===== src/rtl/bau_pkg.sv =====
package bau_pkg;
  typedef enum logic {
    OP_ALIGN_ADDR = 1'b0,
    OP_EXTRACT    = 1'b1
  } bau_op_e;
endpackage


===== src/rtl/bau_addr_calc.sv =====
module bau_addr_calc #(
  parameter int DATA_W = 64,
  parameter int OFS_W  = 3
) (
  input  logic [DATA_W-1:0] a,
  input  logic [DATA_W-1:0] b,
  output logic [DATA_W-1:0] aligned,
  output logic [OFS_W-1:0]  ofs
);
  logic [DATA_W-1:0] sum;

  assign sum     = a + b;
  assign ofs     = sum[OFS_W-1:0];
  assign aligned = {sum[DATA_W-1:OFS_W], {OFS_W{1'b0}}};
endmodule


===== src/rtl/bau_funnel.sv =====
module bau_funnel #(
  parameter int DATA_W = 64,
  parameter int LANE_W = 8,
  localparam int LANES = DATA_W / LANE_W,
  localparam int OFS_W = $clog2(LANES)
) (
  input  logic [DATA_W-1:0] a,
  input  logic [DATA_W-1:0] b,
  input  logic [OFS_W-1:0]  ofs,
  output logic [DATA_W-1:0] data
);
  logic [DATA_W-1:0] cand [LANES];

  // One candidate per offset. Offset 0 passes the first word through, so no
  // full-width shift exists anywhere in the selector.
  for (genvar k = 0; k < LANES; k++) begin : g_cand
    if (k == 0) begin : g_pass
      assign cand[k] = a;
    end else begin : g_join
      assign cand[k] = {a[DATA_W-1-k*LANE_W:0], b[DATA_W-1 -: k*LANE_W]};
    end
  end

  assign data = cand[ofs];

  initial begin
    assert (LANES == (1 << OFS_W)) else $error("lane count must be a power of two");
  end
endmodule


===== src/rtl/bau_status_reg.sv =====
module bau_status_reg #(
  parameter int STATUS_W = 8,
  parameter int OFS_W    = 3
) (
  input  logic                clk,
  input  logic                rst,
  input  logic                tst_we,
  input  logic [STATUS_W-1:0] tst_wdata,
  input  logic                upd_en,
  input  logic [OFS_W-1:0]    upd_ofs,
  output logic [STATUS_W-1:0] status_q
);
  logic [STATUS_W-1:0] status_d;

  always_comb begin
    status_d = status_q;
    if (tst_we) begin
      status_d = tst_wdata;
    end else if (upd_en) begin
      status_d[OFS_W-1:0] = upd_ofs;
    end
  end

  always_ff @(posedge clk) begin
    if (rst) status_q <= '0;
    else     status_q <= status_d;
  end

  initial begin
    assert (STATUS_W > OFS_W) else $error("status register too narrow");
  end

  p_tst_load_r6: assert property (@(posedge clk) disable iff (rst)
    tst_we |=> status_q == $past(tst_wdata));

  p_ofs_update_r2: assert property (@(posedge clk) disable iff (rst)
    (upd_en && !tst_we) |=> status_q[OFS_W-1:0] == $past(upd_ofs));

  p_upper_kept_r2: assert property (@(posedge clk) disable iff (rst)
    (upd_en && !tst_we) |=> status_q[STATUS_W-1:OFS_W] == $past(status_q[STATUS_W-1:OFS_W]));
endmodule


===== src/rtl/byte_align_unit.sv =====
module byte_align_unit
  import bau_pkg::*;
#(
  parameter int DATA_W   = 64,
  parameter int LANE_W   = 8,
  parameter int STATUS_W = 8,
  localparam int LANES   = DATA_W / LANE_W,
  localparam int OFS_W   = $clog2(LANES)
) (
  input  logic                clk,
  input  logic                rst,
  input  logic                in_valid,
  input  logic                in_op,
  input  logic [DATA_W-1:0]   in_a,
  input  logic [DATA_W-1:0]   in_b,
  input  logic                tst_we,
  input  logic [STATUS_W-1:0] tst_wdata,
  output logic                out_valid,
  output logic [DATA_W-1:0]   out_result,
  output logic [STATUS_W-1:0] status_q
);
  bau_op_e           op;
  logic [DATA_W-1:0] aligned;
  logic [OFS_W-1:0]  new_ofs;
  logic [DATA_W-1:0] extracted;
  logic              upd_en;
  bau_op_e           res_op_q;

  assign op     = bau_op_e'(in_op);
  assign upd_en = in_valid && (op == OP_ALIGN_ADDR);

  bau_addr_calc #(.DATA_W(DATA_W), .OFS_W(OFS_W)) u_addr (
    .a(in_a), .b(in_b), .aligned(aligned), .ofs(new_ofs)
  );

  // The status register is written at the same edge as the result, so an
  // extract in the next cycle already reads the new offset.
  bau_funnel #(.DATA_W(DATA_W), .LANE_W(LANE_W)) u_funnel (
    .a(in_a), .b(in_b), .ofs(status_q[OFS_W-1:0]), .data(extracted)
  );

  bau_status_reg #(.STATUS_W(STATUS_W), .OFS_W(OFS_W)) u_status (
    .clk(clk), .rst(rst), .tst_we(tst_we), .tst_wdata(tst_wdata),
    .upd_en(upd_en), .upd_ofs(new_ofs), .status_q(status_q)
  );

  always_ff @(posedge clk) begin
    if (rst) begin
      out_valid  <= 1'b0;
      out_result <= '0;
      res_op_q   <= OP_ALIGN_ADDR;
    end else begin
      out_valid <= in_valid;
      if (in_valid) begin
        out_result <= (op == OP_EXTRACT) ? extracted : aligned;
        res_op_q   <= op;
      end
    end
  end

  p_addr_low_zero_r1: assert property (@(posedge clk) disable iff (rst)
    (out_valid && res_op_q == OP_ALIGN_ADDR) |-> out_result[OFS_W-1:0] == '0);

  p_zero_ofs_pass_r4: assert property (@(posedge clk) disable iff (rst)
    (in_valid && op == OP_EXTRACT && status_q[OFS_W-1:0] == '0) |=> out_result == $past(in_a));

  p_extract_keeps_status_r9: assert property (@(posedge clk) disable iff (rst)
    (in_valid && op == OP_EXTRACT && !tst_we) |=> $stable(status_q));

  p_valid_follow_r7: assert property (@(posedge clk) disable iff (rst)
    in_valid |=> out_valid);

  p_idle_hold_r7: assert property (@(posedge clk) disable iff (rst)
    !in_valid |=> (!out_valid && $stable(out_result)));
endmodule


===== config.mk =====
export PLATFORM = sky130hd
export DESIGN_NAME = byte_align_unit
export DESIGN_NICKNAME = d
export VERILOG_FILES = /design/src/rtl/bau_pkg.sv /design/src/rtl/bau_addr_calc.sv /design/src/rtl/bau_funnel.sv /design/src/rtl/bau_status_reg.sv /design/src/rtl/byte_align_unit.sv
export SDC_FILE = /design/constraint.sdc
export NUM_CORES = 1
export LEC_CHECK = 0
export BUFFER_PORTS_ARGS = -buffer_cell sky130_fd_sc_hd__buf_2
export CAP_MARGIN = 0
export CORE_MARGIN = 4
export CORE_UTILIZATION = 25
export DETAILED_ROUTE_END_ITERATION = 16
export PLACE_DENSITY_LB_ADDON = 0.12
export SLEW_MARGIN = 20
export SYNTH_ARGS = -nofsm -noshare
export SYNTH_HDL_FRONTEND = slang
export SYNTH_HIERARCHICAL = 1
export SYNTH_SLANG_ARGS = --single-unit
export TNS_END_PERCENT = 5

===== constraint.sdc =====
create_clock -name clk -period 6.53 [get_ports clk]
set_clock_uncertainty 0.05 [all_clocks]
set_input_delay 1.6325 -clock clk [delete_from_list [all_inputs] [get_ports clk]]
set_output_delay 1.6325 -clock clk [all_outputs]
set_load 0.01 [all_outputs]

==> flow_summary.yaml, run 1 <==
floorplanning:
  dieWidth_um: 206
  coreArea_sq_um: 38800
  initial_core_util: 0.254
  rows: 72
  io-pin-count: 214
  dieArea_sq_um: 42600
  die_y_um: 206
cts:
  ctsHoldBuffers: 0
  root_buffer: "clkbuf_16"
  cts_buffer_depth: 2
  post-cts-setup-buffer-count: 0
  insertion_delay_ps: 360
  cts_tree: "yes"
  post_cts_resized: 0
  clock-sinks: 73
  h-tree-depth: 3
  path_clk_slew_ps: 70
  cts_made_buffers: 9
worst_setup_path:
  crit_arrival_ps: 5090
  end_kind: "register"
  critical-path-slowest-cell: "a221oi_1"
  slowest_delay_ps: 620
  worstPathMaxFanout: 5
  critPathKind: "in -> reg"
  start_kind: "primary input"
  required_ps: 6680
  path_cells: "buf_2, ha_1, a21oi_1, o21ai_0, a221oi_1, o211ai_1, nor3_2, o21ai_2, a311oi_2, o21ai_1, xor2_1, mux2i_1, a211oi_1"
logic_synthesis:
  synth_ff_type: "dfxtp_1"
  ys_ff_latch: 73
  ys_types: 72
  syn_inst: 1191
  synthArstFlopShare: 0
  yosys_warnings: 6
  syn-cell-area_sq_um: 9840
  avgSynthCellArea_sq_um: 8.26
  synth_edf_count: 0
  ys_seq_area_frac: 0.148
place:
  gp_congestion: 0.951
  dpl.cell_count: 1847
  place_ws_ps: 1240
  hpwlAfterDp_um: 41200
  port-buffer-count: 213
global_route:
  overflow: 0
  antenna_found_initial: 1
  grt_max_degree: 88
  grt_pass1_vias: 10300
  grtUsageTotal: 0.225
  grt_first_pass_wirelength_um: 70300
pwr:
  p_leak_uw: 0.00497
  p_total_uw: 2210
  p_per_area_nw_per_um2: 194
  irDropWorstVdd_v: 0.000131
drt:
  via_per_inst: 5.62
  first_iter_violations: 1001
  finalWirelength_um: 49900
  vias: 10500
  post-route-drc-count: 0
  drt-pass1-iter-count: 5
  drt-wirelength-per-cell_um: 26.8
  ant_nets: 0
timing:
  min_period_over_period: 0.756
  layout_setup_ws_ps: 1590
  relSlewSlack: 0.386
  drv_slew: 0
  hold_viol: 0
  setup_tns_ps: 0
  worst_pin_slew_ps: 920
  max_freq_ghz: 0.202
  period_needed_ps: 4940
  rsz0062_at_grt: "no"
  setup_viol: 0
min_path:
  min_path_type: "reg -> reg"
cells_and_area:
  syn_to_final_growth_pct: 16.0
  nNetsFinal: 1545
  stdcell_count: 1863
  fill_cells: 4232
  drive_gt1_frac: 0.219
  n_antenna_cell: 0
job:
  maxCapViolations: 0
outcome:
  outcome: "finished, final reports clean"
==> logic make-up (layout without fill, tap and decap cells) <==
logic type                 Yosys count  count (layout)  synth area share
AOI/OAI and AO/OA                  410             410             0.297
xor gates and xnor gates            60              60            0.0534
adders and majority gates           64              64            0.0821
buffers and inverters              106             258            0.0643
DFF                                 73              73             0.148
muxes                              208             208             0.226
other                                1               3          0.000381
and+or+nand+nor                    269             269             0.129
==> metal layers <==
layer | share of wire | global-route usage | vias to the layer above
li1 | - | - | 4906
met3 | 0.054 | 0.0259 | 75
met4 | 0.029 | 0.0632 | 2
met1 | 0.45 | 0.306 | 5087
met2 | 0.46 | 0.375 | 404
met5 | 0.00032 | 0 | -
==> final timing paths <==
path | from | to | slack (ps) | depth (start not counted)
hold / removal | out_result[47]$_SDFFE_PP0P_ | out_result[47]$_SDFFE_PP0P_ | 430 | 2
setup reg to reg | u_status/status_q[0]$_SDFFE_PP0P_ | out_result[37]$_SDFFE_PP0P_ | 3480 | 6
hold reg to reg | out_result[47]$_SDFFE_PP0P_ | out_result[47]$_SDFFE_PP0P_ | 430 | 2
setup / recovery | in_a[37] | out_result[62]$_SDFFE_PP0P_ | 1590 | 13
==> critical path, delay by kind of cell <==
kind            cells  cell delay, ps
compound gates      8            2140
xor+xnor            1             150
fa+ha+maj           1             390
buf+inv             1             130
mux                 1             230
simple gates        1             410
==> sequential cells by signal, indices dropped and copies added, names as in the netlist <==
name,cells
u_status/status_q,8
out_result,64
out_valid,1
==> cells in the mapped netlist, drive strengths merged, types with 2 or more instances <==
master   number  area [sq um]
ha           63           788
nand2b        9          56.3
or3           3          18.8
nand2        58           230
a21o         29           219
nand3b        2          15.0
dfxtp        73          1460
o21bai       13          97.6
nor3         10          55.1
and2          8          50.1
a31oi        11          83.8
nand3        14          70.1
inv          16          60.1
xor2         22           193
a221o        65           651
a41oi         2          17.5
o21a          6          45.0
clkbuf       30           113
a211oi       69           518
nor4          5          37.5
nor2b        14          87.6
a21oi        79           407
and4          2          17.5
o2111ai       2          17.5
mux2         40           541
a221oi        2          17.5
and3          8          52.6
nor2        119           465
o211ai        3          22.5
a21boi        2          18.8
o31ai         4          35.0
xnor2        38           333
o22ai        65           407
o21ai        47           246
mux2i       168          1680
o41ai         2          25.0
buf          60           460
nand4        14          87.6
==> where the power goes <==
part / switching, uW / leakage (uW) / internal [uW]
clock: 235 / 0.000149 / 304
combinational: 713 / 0.00421 / 441
sequential: 32.8 / 0.000608 / 490
total: 980 / 0.00497 / 1230
==> placed cells by master (no fill, tap or decap), types with 4 or more instances in the layout <==
cell / instances
inv_1: 16
nor2_1: 116
buf_4: 15
ha_1: 63
a21o_1: 28
a221o_1: 65
mux2_4: 24
o21ai_0: 37
dfxtp_1: 71
nand3_1: 14
and3_1: 6
xnor2_1: 38
o21ai_1: 7
buf_2: 211
mux2i_1: 168
nand4_1: 14
o21bai_1: 13
mux2_1: 16
clkbuf_16: 9
o21a_1: 6
a31oi_1: 10
nor3_1: 9
and2_1: 8
nand2b_1: 9
xor2_1: 22
nor4_1: 4
o22ai_1: 65
a211oi_1: 69
a21oi_1: 76
nand2_1: 54
nor2b_1: 12
==> cell type report <==
type	count	area, sq um	share of cell area
Sequential cell	73	1470	0.128
Timing Repair Buffer	226	1170	0.102
Clock inverter	7	83.8	0.00734
Multi-Input combinational cell	1014	7770	0.680
Clock buffer	9	225	0.0197
Inverter	16	60.1	0.00526
Tap cell	518	648	0.0568
==> stage by stage <==
step           utilization  hold slack [ps]  area [sq um]
2_1_floorplan            -              455          9850
3_3_place_gp         0.286              420         11100
3_5_place_dp         0.286              424         11100
4_1_cts              0.294              433         11400
5_1_grt              0.294              450         11400
6_report             0.294              434         11400
Power figures use the tool's default switching activity.
==> inputs of run 2 (changes only) <==
==> constraint.sdc (replaced) <==
create_clock -name clk -period 5.1 [get_ports clk]
set_clock_uncertainty 0.05 [all_clocks]
set_input_delay 1.275 -clock clk [delete_from_list [all_inputs] [get_ports clk]]
set_output_delay 1.275 -clock clk [all_outputs]
set_load 0.01 [all_outputs]
==> flow_summary.yaml, run 2 (synthesized netlist as in run 1, its figures left out) <==
outcome:
  outcome: "finished, final reports clean"
cells_and_area:
  syn_to_final_growth_pct: 16.4
  design_area_sq_um: 11500
  final_cell_mix: "211 x buf_2, 168 x mux2i_1, 116 x nor2_1"
  largest_reg_flops: 64
  final_common_cell: "buf_2"
  drive_gt1_frac: 0.220
  finalCoreUtilization: 0.295
  nNetsFinal: 1548
  regMostFlops: "out_result"
  fill_cells: 4235
  top_regs: "out_result: 64 flops, u_status/status_q: 8 flops, out_valid: 1 flops"
timing:
  layout_setup_ws_ps: 659
  worst_pin_slew_ps: 1030
  min_period_over_period: 0.871
  rsz0062_at_grt: "no"
  drv_slew: 0
  setup_viol: 0
  period_needed_ps: 4440
  setup_tns_ps: 0
  relSlewSlack: 0.315
  hold_viol: 0
  max_freq_ghz: 0.225
worst_setup_path:
  end_kind: "register"
  critPathTopFamily: "compound AO/OA/AOI/OAI gates"
  start_kind: "primary input"
  crit_arrival_ps: 4600
  r2r_start: "u_status/status_q[0]$_SDFFE_PP0P_"
  timing.critical_path.buf_inv: 1
  required_ps: 5250
  path_cells: "buf_2, ha_1, a21oi_1, o21ai_0, a221oi_1, o211ai_1, nor3_2, o21ai_2, a311oi_2, o21ai_1, xor2_1, mux2i_1, a211oi_1"
  slowest_delay_ps: 680
  critical-path-slowest-cell: "a221oi_1"
  critPathKind: "in -> reg"
  cp-startpoint: "in_a[37]"
  worstPathMaxFanout: 5
cts:
  path_clk_slew_ps: 70
  post_cts_resized: 0
  cts_made_buffers: 9
  cts_buffer_depth: 2
  clock-sinks: 73
  ctsHoldBuffers: 0
  cts_tree: "yes"
  root_buffer: "clkbuf_16"
  insertion_delay_ps: 360
  h-tree-depth: 3
  post-cts-setup-buffer-count: 0
floorplanning:
  io-pin-count: 214
  coreArea_sq_um: 38800
  dieWidth_um: 206
  die_y_um: 206
  dieArea_sq_um: 42600
  rows: 72
  initial_core_util: 0.254
min_path:
  min_path_type: "reg -> reg"
  hp-start: "out_result[40]$_SDFFE_PP0P_"
global_route:
  antenna_found_initial: 5
  grt_pass1_vias: 10000
  grt_first_pass_wirelength_um: 70000
  grt_max_degree: 81
  grtUsageTotal: 0.226
  overflow: 0
drt:
  via_per_inst: 5.68
  vias: 10600
  post-route-drc-count: 0
  wl_met1_um: 21700
  finalWirelength_um: 50500
  wl_met2_um: 23000
  drt-pass1-iter-count: 5
  first_iter_violations: 934
  routed.top_layer: "met5"
  dr_wl_met3_um: 4090
  drt-wirelength-per-cell_um: 27.0
  ant_nets: 0
pwr:
  p_leak_uw: 0.00499
  irDropWorstVdd_v: 0.000170
  p_total_uw: 2860
  p_per_area_nw_per_um2: 249
job:
  maxCapViolations: 0
place:
  post_dp_cell_area_sq_um: 11100
  place_ws_ps: 354
  gp_congestion: 0.960
  hpwlAfterDp_um: 41800
  port-buffer-count: 213
run 2: cell types whose count changed in the layout (fill, tap and decap cells not counted), sizes merged:
cell | before | now
inv | 20 | 21
diode | 0 | 1
buf | 226 | 229
clkinv | 1 | 0
run 2: layout make-up:
cell class	count	area [sq um]	share of cell area
clock buffer	9	225	0.0197
sequential	73	1470	0.128
antenna	1	2.50	0.000218
multi-input combinational	1014	7770	0.678
inverter	16	60.1	0.00524
tap	518	648	0.0566
clock inverter	7	83.8	0.00732
timing repair buffer	229	1200	0.105
run 2: routing by layer:
metal,GRT usage,up-vias
met1,0.303,5122
met3,0.0439,74
met4,0.0813,2
met2,0.363,499
met5,0,-
li1,-,4912
run 2: final timing paths:
path / cells after the start / slack, ps / endpoint
min: 2 / 430 / out_result[40]$_SDFFE_PP0P_
max reg2reg: 6 / 2110 / out_result[43]$_SDFFE_PP0P_
min reg2reg: 2 / 430 / out_result[40]$_SDFFE_PP0P_
max: 13 / 660 / out_result[62]$_SDFFE_PP0P_
run 2: stage by stage:
stage | std cells | hold slack [ps]
after detailed placement | 1850 | 423
after global routing | 1867 | 451
after CTS | 1866 | 437
after floorplan | 1193 | 455
after global placement | 1850 | 419
final | 1867 | 433
run 2: report_power, final:
group / switching [uW] / leakage (uW) / total [uW] / internal [uW]
logic: 908 / 0.00423 / 1480 / 568
clock network: 317 / 0.000149 / 707 / 390
registers: 47.9 / 0.000608 / 675 / 627
total: 1270 / 0.00499 / 2860 / 1580
run 2: worst min-delay path, cell delays in order (launching register included):
cell and delay [ps]:
dfxtp_1 310, nor2_1 80, a211oi_1 50
